--- config.mk ---
export PLATFORM = sky130hd
export DESIGN_NAME = mux_int_scanner
export DESIGN_NICKNAME = d
export VERILOG_FILES = /design/src/rtl/mis_pkg.sv /design/src/rtl/mis_scan_ptr.sv /design/src/rtl/mis_kick.sv /design/src/rtl/mis_irq_queue.sv /design/src/rtl/mux_int_scanner.sv
export SDC_FILE = /design/constraint.sdc
export NUM_CORES = 1
export LEC_CHECK = 0
export ABC_AREA = 0
export ABC_CLOCK_PERIOD_IN_PS = 2000
export BUFFER_PORTS_ARGS = -buffer_cell sky130_fd_sc_hd__buf_2
export CORE_ASPECT_RATIO = 1.25
export CORE_MARGIN = 5
export CORE_UTILIZATION = 52
export DETAILED_ROUTE_END_ITERATION = 7
export GPL_ROUTABILITY_DRIVEN = 0
export GPL_TIMING_DRIVEN = 0
export PLACE_DENSITY_LB_ADDON = 0.3
export RECOVER_POWER = 100
export SLEW_MARGIN = 20
export SYNTH_ARGS = -nofsm -noshare
export SYNTH_HDL_FRONTEND = slang
export SYNTH_SLANG_ARGS = --single-unit
--- constraint.sdc ---
create_clock -name clk -period 2 [get_ports clk]
set_input_delay 0.1 -clock clk [delete_from_list [all_inputs] [get_ports clk]]
set_output_delay 0.1 -clock clk [all_outputs]
set_load 0.02 [all_outputs]
--- src/rtl/mis_pkg.sv ---
package mis_pkg;
  typedef enum logic {
    FLG_RX = 1'b0,
    FLG_TX = 1'b1
  } flag_t;
endpackage

--- src/rtl/mis_scan_ptr.sv ---
module mis_scan_ptr
  import mis_pkg::*;
#(
  parameter int NCH = 8,
  localparam int CW = (NCH > 1) ? $clog2(NCH) : 1
) (
  input  logic          clk,
  input  logic          rst_n,
  input  logic          step_en_i,
  input  logic          hit_i,
  output logic [CW-1:0] ch_o,
  output flag_t         t_o
);
  localparam logic [CW-1:0] LAST_CH = CW'(NCH - 1);

  logic [CW-1:0] ch_q, ch_d, ch_inc;
  flag_t         t_q, t_d;

  assign ch_inc = (ch_q == LAST_CH) ? '0 : ch_q + 1'b1;

  always_comb begin
    ch_d = ch_q;
    t_d  = t_q;
    if (hit_i) begin
      ch_d = ch_inc;
      t_d  = FLG_RX;
    end else if (t_q == FLG_RX) begin
      t_d  = FLG_TX;
    end else begin
      ch_d = ch_inc;
      t_d  = FLG_RX;
    end
  end

  always_ff @(posedge clk or negedge rst_n) begin
    if (!rst_n) begin
      ch_q <= '0;
      t_q  <= FLG_RX;
    end else if (step_en_i) begin
      ch_q <= ch_d;
      t_q  <= t_d;
    end
  end

  assign ch_o = ch_q;
  assign t_o  = t_q;
endmodule

--- src/rtl/mis_kick.sv ---
module mis_kick #(
  parameter int NCH = 8
) (
  input  logic           clk,
  input  logic           rst_n,
  input  logic [NCH-1:0] set_i,
  input  logic [NCH-1:0] clr_i,
  output logic [NCH-1:0] kick_o
);
  logic [NCH-1:0] kick_q, kick_d;

  for (genvar g = 0; g < NCH; g++) begin : g_kick
    always_comb begin
      kick_d[g] = kick_q[g];
      if (clr_i[g]) kick_d[g] = 1'b0;
      if (set_i[g]) kick_d[g] = 1'b1;
    end
  end

  always_ff @(posedge clk or negedge rst_n) begin
    if (!rst_n) kick_q <= '0;
    else        kick_q <= kick_d;
  end

  assign kick_o = kick_q;
endmodule

--- src/rtl/mis_irq_queue.sv ---
module mis_irq_queue
  import mis_pkg::*;
#(
  parameter int NCH = 8,
  localparam int CW = (NCH > 1) ? $clog2(NCH) : 1
) (
  input  logic          clk,
  input  logic          rst_n,
  input  logic          scan_fill_i,
  input  flag_t         scan_t_i,
  input  logic [CW-1:0] scan_ch_i,
  input  logic          pot_fill_i,
  input  logic [CW-1:0] pot_ch_i,
  input  logic          clr_i,
  output logic          lock_v_o,
  output flag_t         lock_t_o,
  output logic [CW-1:0] lock_ch_o,
  output logic          q_any_o,
  output logic          tx_slot_full_o
);
  logic [1:0]    qv_q, qv_d;
  logic [CW-1:0] qch_q [2];
  logic [CW-1:0] qch_d [2];
  flag_t         first_q, first_d;
  logic          lock_v_q, lock_v_d;
  flag_t         lock_t_q, lock_t_d;
  logic          clr_fire;

  assign clr_fire = lock_v_q & clr_i;

  always_comb begin
    qv_d     = qv_q;
    qch_d[0] = qch_q[0];
    qch_d[1] = qch_q[1];
    first_d  = first_q;
    if (clr_fire) begin
      qv_d[lock_t_q] = 1'b0;
      first_d        = (lock_t_q == FLG_RX) ? FLG_TX : FLG_RX;
    end
    if (scan_fill_i) begin
      if (!qv_d[~scan_t_i]) first_d = scan_t_i;
      qv_d[scan_t_i]  = 1'b1;
      qch_d[scan_t_i] = scan_ch_i;
    end
    if (pot_fill_i) begin
      if (!qv_d[FLG_RX]) first_d = FLG_TX;
      qv_d[FLG_TX]  = 1'b1;
      qch_d[FLG_TX] = pot_ch_i;
    end
  end

  always_comb begin
    lock_v_d = lock_v_q;
    lock_t_d = lock_t_q;
    if (clr_fire) begin
      lock_v_d = 1'b0;
    end else if (!lock_v_q && (qv_q != 2'b00)) begin
      lock_v_d = 1'b1;
      if (qv_q == 2'b11)    lock_t_d = first_q;
      else if (qv_q[FLG_TX]) lock_t_d = FLG_TX;
      else                   lock_t_d = FLG_RX;
    end
  end

  always_ff @(posedge clk or negedge rst_n) begin
    if (!rst_n) begin
      qv_q     <= '0;
      qch_q[0] <= '0;
      qch_q[1] <= '0;
      first_q  <= FLG_RX;
      lock_v_q <= 1'b0;
      lock_t_q <= FLG_RX;
    end else begin
      qv_q     <= qv_d;
      qch_q[0] <= qch_d[0];
      qch_q[1] <= qch_d[1];
      first_q  <= first_d;
      lock_v_q <= lock_v_d;
      lock_t_q <= lock_t_d;
    end
  end

  assign lock_v_o       = lock_v_q;
  assign lock_t_o       = lock_t_q;
  assign lock_ch_o      = qch_q[lock_t_q];
  assign q_any_o        = |qv_q;
  assign tx_slot_full_o = qv_q[FLG_TX];
endmodule

--- src/rtl/mux_int_scanner.sv ---
module mux_int_scanner
  import mis_pkg::*;
#(
  parameter int NCH = 8,
  localparam int CW = (NCH > 1) ? $clog2(NCH) : 1
) (
  input  logic           clk,
  input  logic           rst_n,
  input  logic [NCH-1:0] rx_rdy_i,
  input  logic [NCH-1:0] tx_done_i,
  input  logic [NCH-1:0] tx_busy_i,
  input  logic           pot_vld_i,
  input  logic [CW-1:0]  pot_ch_i,
  input  logic           pot_irq_i,
  input  logic           pot_chr_i,
  input  logic           irq_clr_i,
  output logic           irq_o,
  output logic [CW+1:0]  pin_o
);
  logic [CW-1:0]  ptr_ch;
  flag_t          ptr_t;
  logic           lock_v, q_any, tx_full;
  flag_t          lock_t;
  logic [CW-1:0]  lock_ch;
  logic [NCH-1:0] kick, kick_set, kick_clr, tx_cond;
  logic           step_en, cond_here, hit;
  logic           pot_ok, pot_start, pot_fill;

  assign tx_cond = tx_done_i | kick;

  // scanner runs only while nothing is locked or waiting to lock
  assign step_en   = !lock_v && !q_any;
  assign cond_here = (ptr_t == FLG_RX) ? rx_rdy_i[ptr_ch] : tx_cond[ptr_ch];

  assign pot_ok    = (int'(pot_ch_i) < NCH);
  assign pot_start = pot_vld_i && pot_irq_i && !pot_chr_i && pot_ok &&
                     !tx_busy_i[pot_ch_i];
  assign pot_fill  = pot_start && !tx_full;

  assign hit = step_en && cond_here && !((ptr_t == FLG_TX) && pot_fill);

  for (genvar g = 0; g < NCH; g++) begin : g_kick_ctl
    assign kick_set[g] = pot_start && tx_full && (int'(pot_ch_i) == g);
    assign kick_clr[g] = lock_v && irq_clr_i && (lock_t == FLG_TX) &&
                         (int'(lock_ch) == g);
  end

  mis_scan_ptr #(.NCH(NCH)) u_ptr (
    .clk       (clk),
    .rst_n     (rst_n),
    .step_en_i (step_en),
    .hit_i     (hit),
    .ch_o      (ptr_ch),
    .t_o       (ptr_t)
  );

  mis_kick #(.NCH(NCH)) u_kick (
    .clk    (clk),
    .rst_n  (rst_n),
    .set_i  (kick_set),
    .clr_i  (kick_clr),
    .kick_o (kick)
  );

  mis_irq_queue #(.NCH(NCH)) u_queue (
    .clk            (clk),
    .rst_n          (rst_n),
    .scan_fill_i    (hit),
    .scan_t_i       (ptr_t),
    .scan_ch_i      (ptr_ch),
    .pot_fill_i     (pot_fill),
    .pot_ch_i       (pot_ch_i),
    .clr_i          (irq_clr_i),
    .lock_v_o       (lock_v),
    .lock_t_o       (lock_t),
    .lock_ch_o      (lock_ch),
    .q_any_o        (q_any),
    .tx_slot_full_o (tx_full)
  );

  assign irq_o = lock_v;
  assign pin_o = lock_v ? {1'b1, lock_t, lock_ch} : '0;
endmodule

=== Word level (Yosys, flattened, before mapping) ===
Cells that the tools add are included.

* Register bits: 23
* Memory bits (read-only): 0
* Output and inout bits: 6
* Memories: 0
* Bits in latches: 0
* Bits in writable memories: 0
* Input port bits: 33
* Word-level logic and storage cells: 162

* Bitwise logic cells: 9
* Shift operators: 0
* Divide/modulo/power cells: 0
* $mul: 0
* Equality and inequality tests: 16
* Add/subtract/negate cells: 1
* Magnitude comparators: 10
* Reductions and logical operators: 54
* Multiplexer cells: 56

{| class="wikitable"
|+ Operators by type and width
! kind !! number
|-
| $mux W1 || 37
|-
| $logic_and A1 B1 Y1 || 31
|-
| $eq A3 B3 Y1 const B || 9
|-
| $mux W3 || 9
|-
| $reduce_bool A2 Y1 || 12
|-
| $eq A3 B2 Y1 const B || 4
|-
| $bmux W1 S3 || 3
|-
| $lt A3 B4 Y1 const B || 2
|-
| $or A8 B8 Y8 || 1
|-
| $bwmux W6 || 1
|-
| $eq A3 B1 Y1 const B || 2
|-
| $logic_not A1 Y1 || 6
|-
| $logic_not A3 Y1 || 2
|-
| $lt A1 B2 Y1 const B || 3
|-
| $mux W5 || 1
|-
| $ge A2 B2 Y1 const B || 2
|-
| $mux W2 || 2
|-
| $not A1 Y2 || 2
|-
| $reduce_and A2 Y1 || 2
|-
| $add A3 B1 Y3 const B || 1
|-
| $demux W3 S1 || 1
|-
| $and A2 B2 Y2 || 1
|-
| $demux W1 S1 || 2
|-
| $eq A2 B2 Y1 const B || 1
|-
| other kinds (7) || 9
|}

=== Longest topological paths before layout ===
* Word-level depth: 13
* Gate-level depth with buffers: 6
* Depth with buffers taken out: 5

=== Cells and area by module ===
A second synthesis with hierarchy kept.

* Cell total of the unflattened synthesis: 157
* Area total of the unflattened synthesis: 1465.2 um^2

{| class="wikitable"
|+ By module, submodules not included
! module !! sequential area each (um^2) !! cells each !! instances !! area an instance (um^2)
|-
| mis_irq_queue || 275.3 || 52 || 1 || 518.0
|-
| mux_int_scanner || 0.0 || 67 || 1 || 464.2
|-
| mis_kick || 200.2 || 24 || 1 || 290.3
|-
| mis_scan_ptr || 100.1 || 14 || 1 || 192.7
|}

=== Least setup slack after synthesis ===
Ideal clock, no wire load.

* Kind: register -> register
* Start: reg u_queue.lock_v_q (netlist: u_queue.lock_v_o)
* End: reg u_queue.first_q
* Clock period less this slack: 1.855 ns
* Data arrival time: 1.777 ns
* Data required time: 1.922 ns
* Slack: 0.145 ns
* Library setup time: 0.078 ns
* Buffers on the path: 0
* Stages on the path, launching flop included: 6
* Cells stage by stage: dfrtp_1 -> or4b_4 -> nor4_2 -> a22oi_2 -> o21bai_1 -> a21boi_1

* Longest elaborated chain between the ends: 8
* Elaborated cells between the ends (all ways): 15
* Those cells by class: 9 x mux; 2 x bitwise; 4 x reduce/logical

{| class="wikitable"
|+ RTL lines
! item !! RTL line !! RTL
|-
| start: declaration || mis_irq_queue.sv:25 || <nowiki>logic lock_v_q, lock_v_d;</nowiki>
|-
| start signal: assignment || mis_irq_queue.sv:78 || <nowiki>lock_v_q <= lock_v_d;</nowiki>
|-
| $and A1 B1 Y1 || mis_irq_queue.sv:29 || <nowiki>assign clr_fire = lock_v_q & clr_i;</nowiki>
|-
| $mux W2 || mis_irq_queue.sv:36 || <nowiki>if (clr_fire) begin</nowiki>
|-
| $mux W1 (implied by the code) (2 in a row) || mis_irq_queue.sv:41 || <nowiki>if (!qv_d[~scan_t_i]) first_d = scan_t_i;</nowiki>
|-
| $mux W1 || mis_irq_queue.sv:41 ||
|-
| $mux W1 || mis_irq_queue.sv:40 || <nowiki>if (scan_fill_i) begin</nowiki>
|-
| $mux W1 || mis_irq_queue.sv:46 || <nowiki>if (!qv_d[FLG_RX]) first_d = FLG_TX;</nowiki>
|-
| $mux W1 * || mis_irq_queue.sv:45 || <nowiki>if (pot_fill_i) begin</nowiki>
|-
| net u_queue.first_d || mis_irq_queue.sv:24 || <nowiki>flag_t first_q, first_d;</nowiki>
|-
| end signal: assignment || mis_irq_queue.sv:77 || <nowiki>first_q <= first_d;</nowiki>
|-
| end: declaration || mis_irq_queue.sv:24 ||
|}

The timed path passes the listed nets; every way through them passes the cells marked *. The select of a mux whose other input is x is not followed.
A chain may end at the register's enable or synchronous reset.

=== Worst setup path in the final report ===
Ends and elaborated chain as after synthesis.

==> impl_metrics.tcl <==
set metrics [dict create \
    status "finished, final reports clean" \
    grt_util_all_layers_pct 18.9 \
    synth_seq_cells 23 \
    area_growth_pct 22.6 \
    cp.arrival_ps 2190 \
    syn_inst 148 \
    dp.cells 219 \
    die_h_um 69.0 \
    htreeDepth 1 \
    synth.distinct_cells 41 \
    wl_per_cell_um 16.8 \
    gr-total-overflow 0 \
    slowest_delay_ps 610 \
    initial_core_util_pct 54.1 \
    synthArstFlopShare_pct 100 \
    mostFrequentLayoutCell "buf_2" \
    clk_pin_slew_ps 130 \
    routed_wirelength_mm 3.77 \
    final_cell_mix "buf_2, dfrtp_1, nand2_1" \
    skew_ps 5.76 \
    cts_tree "yes" \
    nets 227 \
    crit_path_end_kind "flip-flop" \
    synth-edff-count 0 \
    clock.fmax_mhz 517 \
    avgSynthCellArea_um2 9.79 \
    fp.dieW_um 57.2 \
    worst_slew_pin_slew_ps 1250 \
    clk_path_buf_depth 2 \
    yosysSeqAreaShare_pct 39.7 \
    path_max_fanout 7 \
    clock-sinks 23 \
    synth_area_mm2 0.00145 \
    post-route-period-util_pct 96.7 \
    utilization_pct 66.3 \
    numCtsBuffers 3 \
    synth_flop_cell "dfrtp_1" \
    grt_max_degree 24 \
    drc 0 \
    use_met2_pct 33.2 \
    path_class "reg2reg" \
    hold_class "in2reg" \
    use_met3_pct 2.05 \
    p_per_area_mw_per_mm2 1310 \
    worst_hold_slack_ps 0.250 \
    rows 21 \
    worst-path-buf-inv 0 \
    finalSetupViolations 0 \
    syn-num-nets 183 \
    dp.final_hpwl_mm 2.93 \
    max_cap_viol_count 0 \
    firstDrtPassIters 4 \
    gr-usage-met1_pct 24.3 \
    portBuffers 37 \
    worst_slack_ps 65.5 \
    crit_slowest_cell "or4b_4" \
    cp.required_ps 2260 \
    clock_latency_ps 320 \
    root_buffer "clkbuf_4" \
    yosys_warnings 0 \
    drt_iter0_markers 40 \
    viasPerCell 6.11 \
    slew_violations 0 \
    grt.busiest_layer "met2" \
    timing.slew.headroom_pct 16.9 \
    drive_above_1_share_pct 32.5 \
    grt_pass1_vias 1382 \
    die-area_mm2 0.00395 \
    irDropWorstVdd_mv 0.744 \
    path_delay_family "simple AND/OR/NAND/NOR gates" \
    fp.coreArea_mm2 0.00268 \
    antenna_cells 0 \
    final_cells 225 \
    vias 1374 \
    ios 39 \
    leakage_nw 0.770 \
    ant_nets 0 \
    final_hold_viol_count 0 \
    fin_crit_ps 1930 \
    start_kind "flip-flop" \
    place_ws_ps -104 \
    antenna_found_initial 0 \
    grt_pass1_wl_mm 6.18 \
    crit_chain "or4b_4 -> nor4_4 -> a22oi_2 -> o21bai_1 -> a21boi_1" \
]
## cells by family after synthesis
family | Yosys count | synth area share, %
flops | 23 | 39.7
compound gates | 33 | 15.9
simple gates | 61 | 22.7
fa+ha+maj | 2 | 1.73
buf+inv | 14 | 3.97
mux | 15 | 16.0
## power by group
part / switching (mW) / internal (mW)
Clock: 0.148 / 0.0749
Combinational: 0.675 / 0.521
Sequential: 0.239 / 0.670
Total: 1.06 / 1.27
## worst register-to-register path, stage by stage (launching register included)
cell,delay (ps)
dfrtp_1,460
or4b_4,610
nor4_4,290
a22oi_2,190
o21bai_1,190
a21boi_1,140
## metal layers
| layer | wire, µm | vias to the layer above |
|---|---|---|
| met5 | 0 | - |
| met2 | 2020 | 55 |
| met4 | 54 | 0 |
| met3 | 200 | 8 |
| met1 | 1490 | 663 |
| li1 | - | 648 |
## synthesized netlist by cell type (2+ instances only)
cell type,instances,area (µm²)
dfrtp_1,23,576
nand2b_1,2,12.5
mux4_2,6,135
mux2i_1,4,40.0
nor4_2,2,25.0
nand4_1,6,37.5
nor3_1,6,30.0
ha_1,2,25.0
o21ai_0,5,25.0
mux2_1,5,56.3
nand2_1,16,60.1
a21oi_1,6,30.0
o21ai_1,4,20.0
o41ai_1,3,26.3
clkbuf_1,3,11.3
nand3_1,6,30.0
inv_1,6,22.5
nor2_1,12,45.0
nor3b_1,3,22.5
buf_1,2,7.51
o31ai_1,2,15.0
nor4b_1,2,17.5
a32o_1,2,20.0
and2_1,2,12.5
o21bai_1,2,15.0
## flip-flops by register name, summed over array words and instances, names as in the netlist
signal,flops
u_queue.lock_v_o,1
u_queue.lock_t_o,1
u_kick.kick_o,8
u_ptr.t_o,1
u_queue.qv_q,2
u_ptr.ch_o,3
u_queue.first_q,1
u_queue.qch_q,6
## per-stage QoR
stage                     power, mW  TNS (ps)  instance area, µm²
final                          2.33         0                1780
after floorplan                1.67         0                1450
after global routing           2.51     -2.28                1780
after CTS                      2.23         0                1720
after global placement         1.95      -129                1680
after detailed placement       2.01      -456                1680
## cell type report
cell class | instances | area [µm²]
clock inverter | 1 | 5.00
fill | 232 | 903
multi-input combinational | 111 | 870
clock buffer | 3 | 22.5
tap | 34 | 42.5
buffer | 7 | 35.0
timing repair buffer | 39 | 198
inverter | 7 | 26.3
sequential | 23 | 578
## final timing paths
check	depth (start not counted)	end	slack (ps)	startpoint
max	5	u_queue.first_q	70	u_queue.lock_v_o
min reg2reg	2	u_kick.kick_o[0]	500	u_kick.kick_o[0]
min in group asynchronous	2	u_kick.kick_o[6]	550	rst_n
max reg2reg	5	u_queue.first_q	70	u_queue.lock_v_o
min	2	u_kick.kick_o[4]	0.3	tx_busy_i[4]
max in group asynchronous	2	u_ptr.ch_o[0]	630	rst_n
## timing repair
item / 4_1_cts / 5_1_grt
endpoints found under the hold margin: 23 / 0
hold buffers: 1 / 0
resized for setup: 2 / 12
buffers inserted: 0 / 1
endpoints found under the setup margin: 5 / 8
Power figures use the tool's default switching activity.
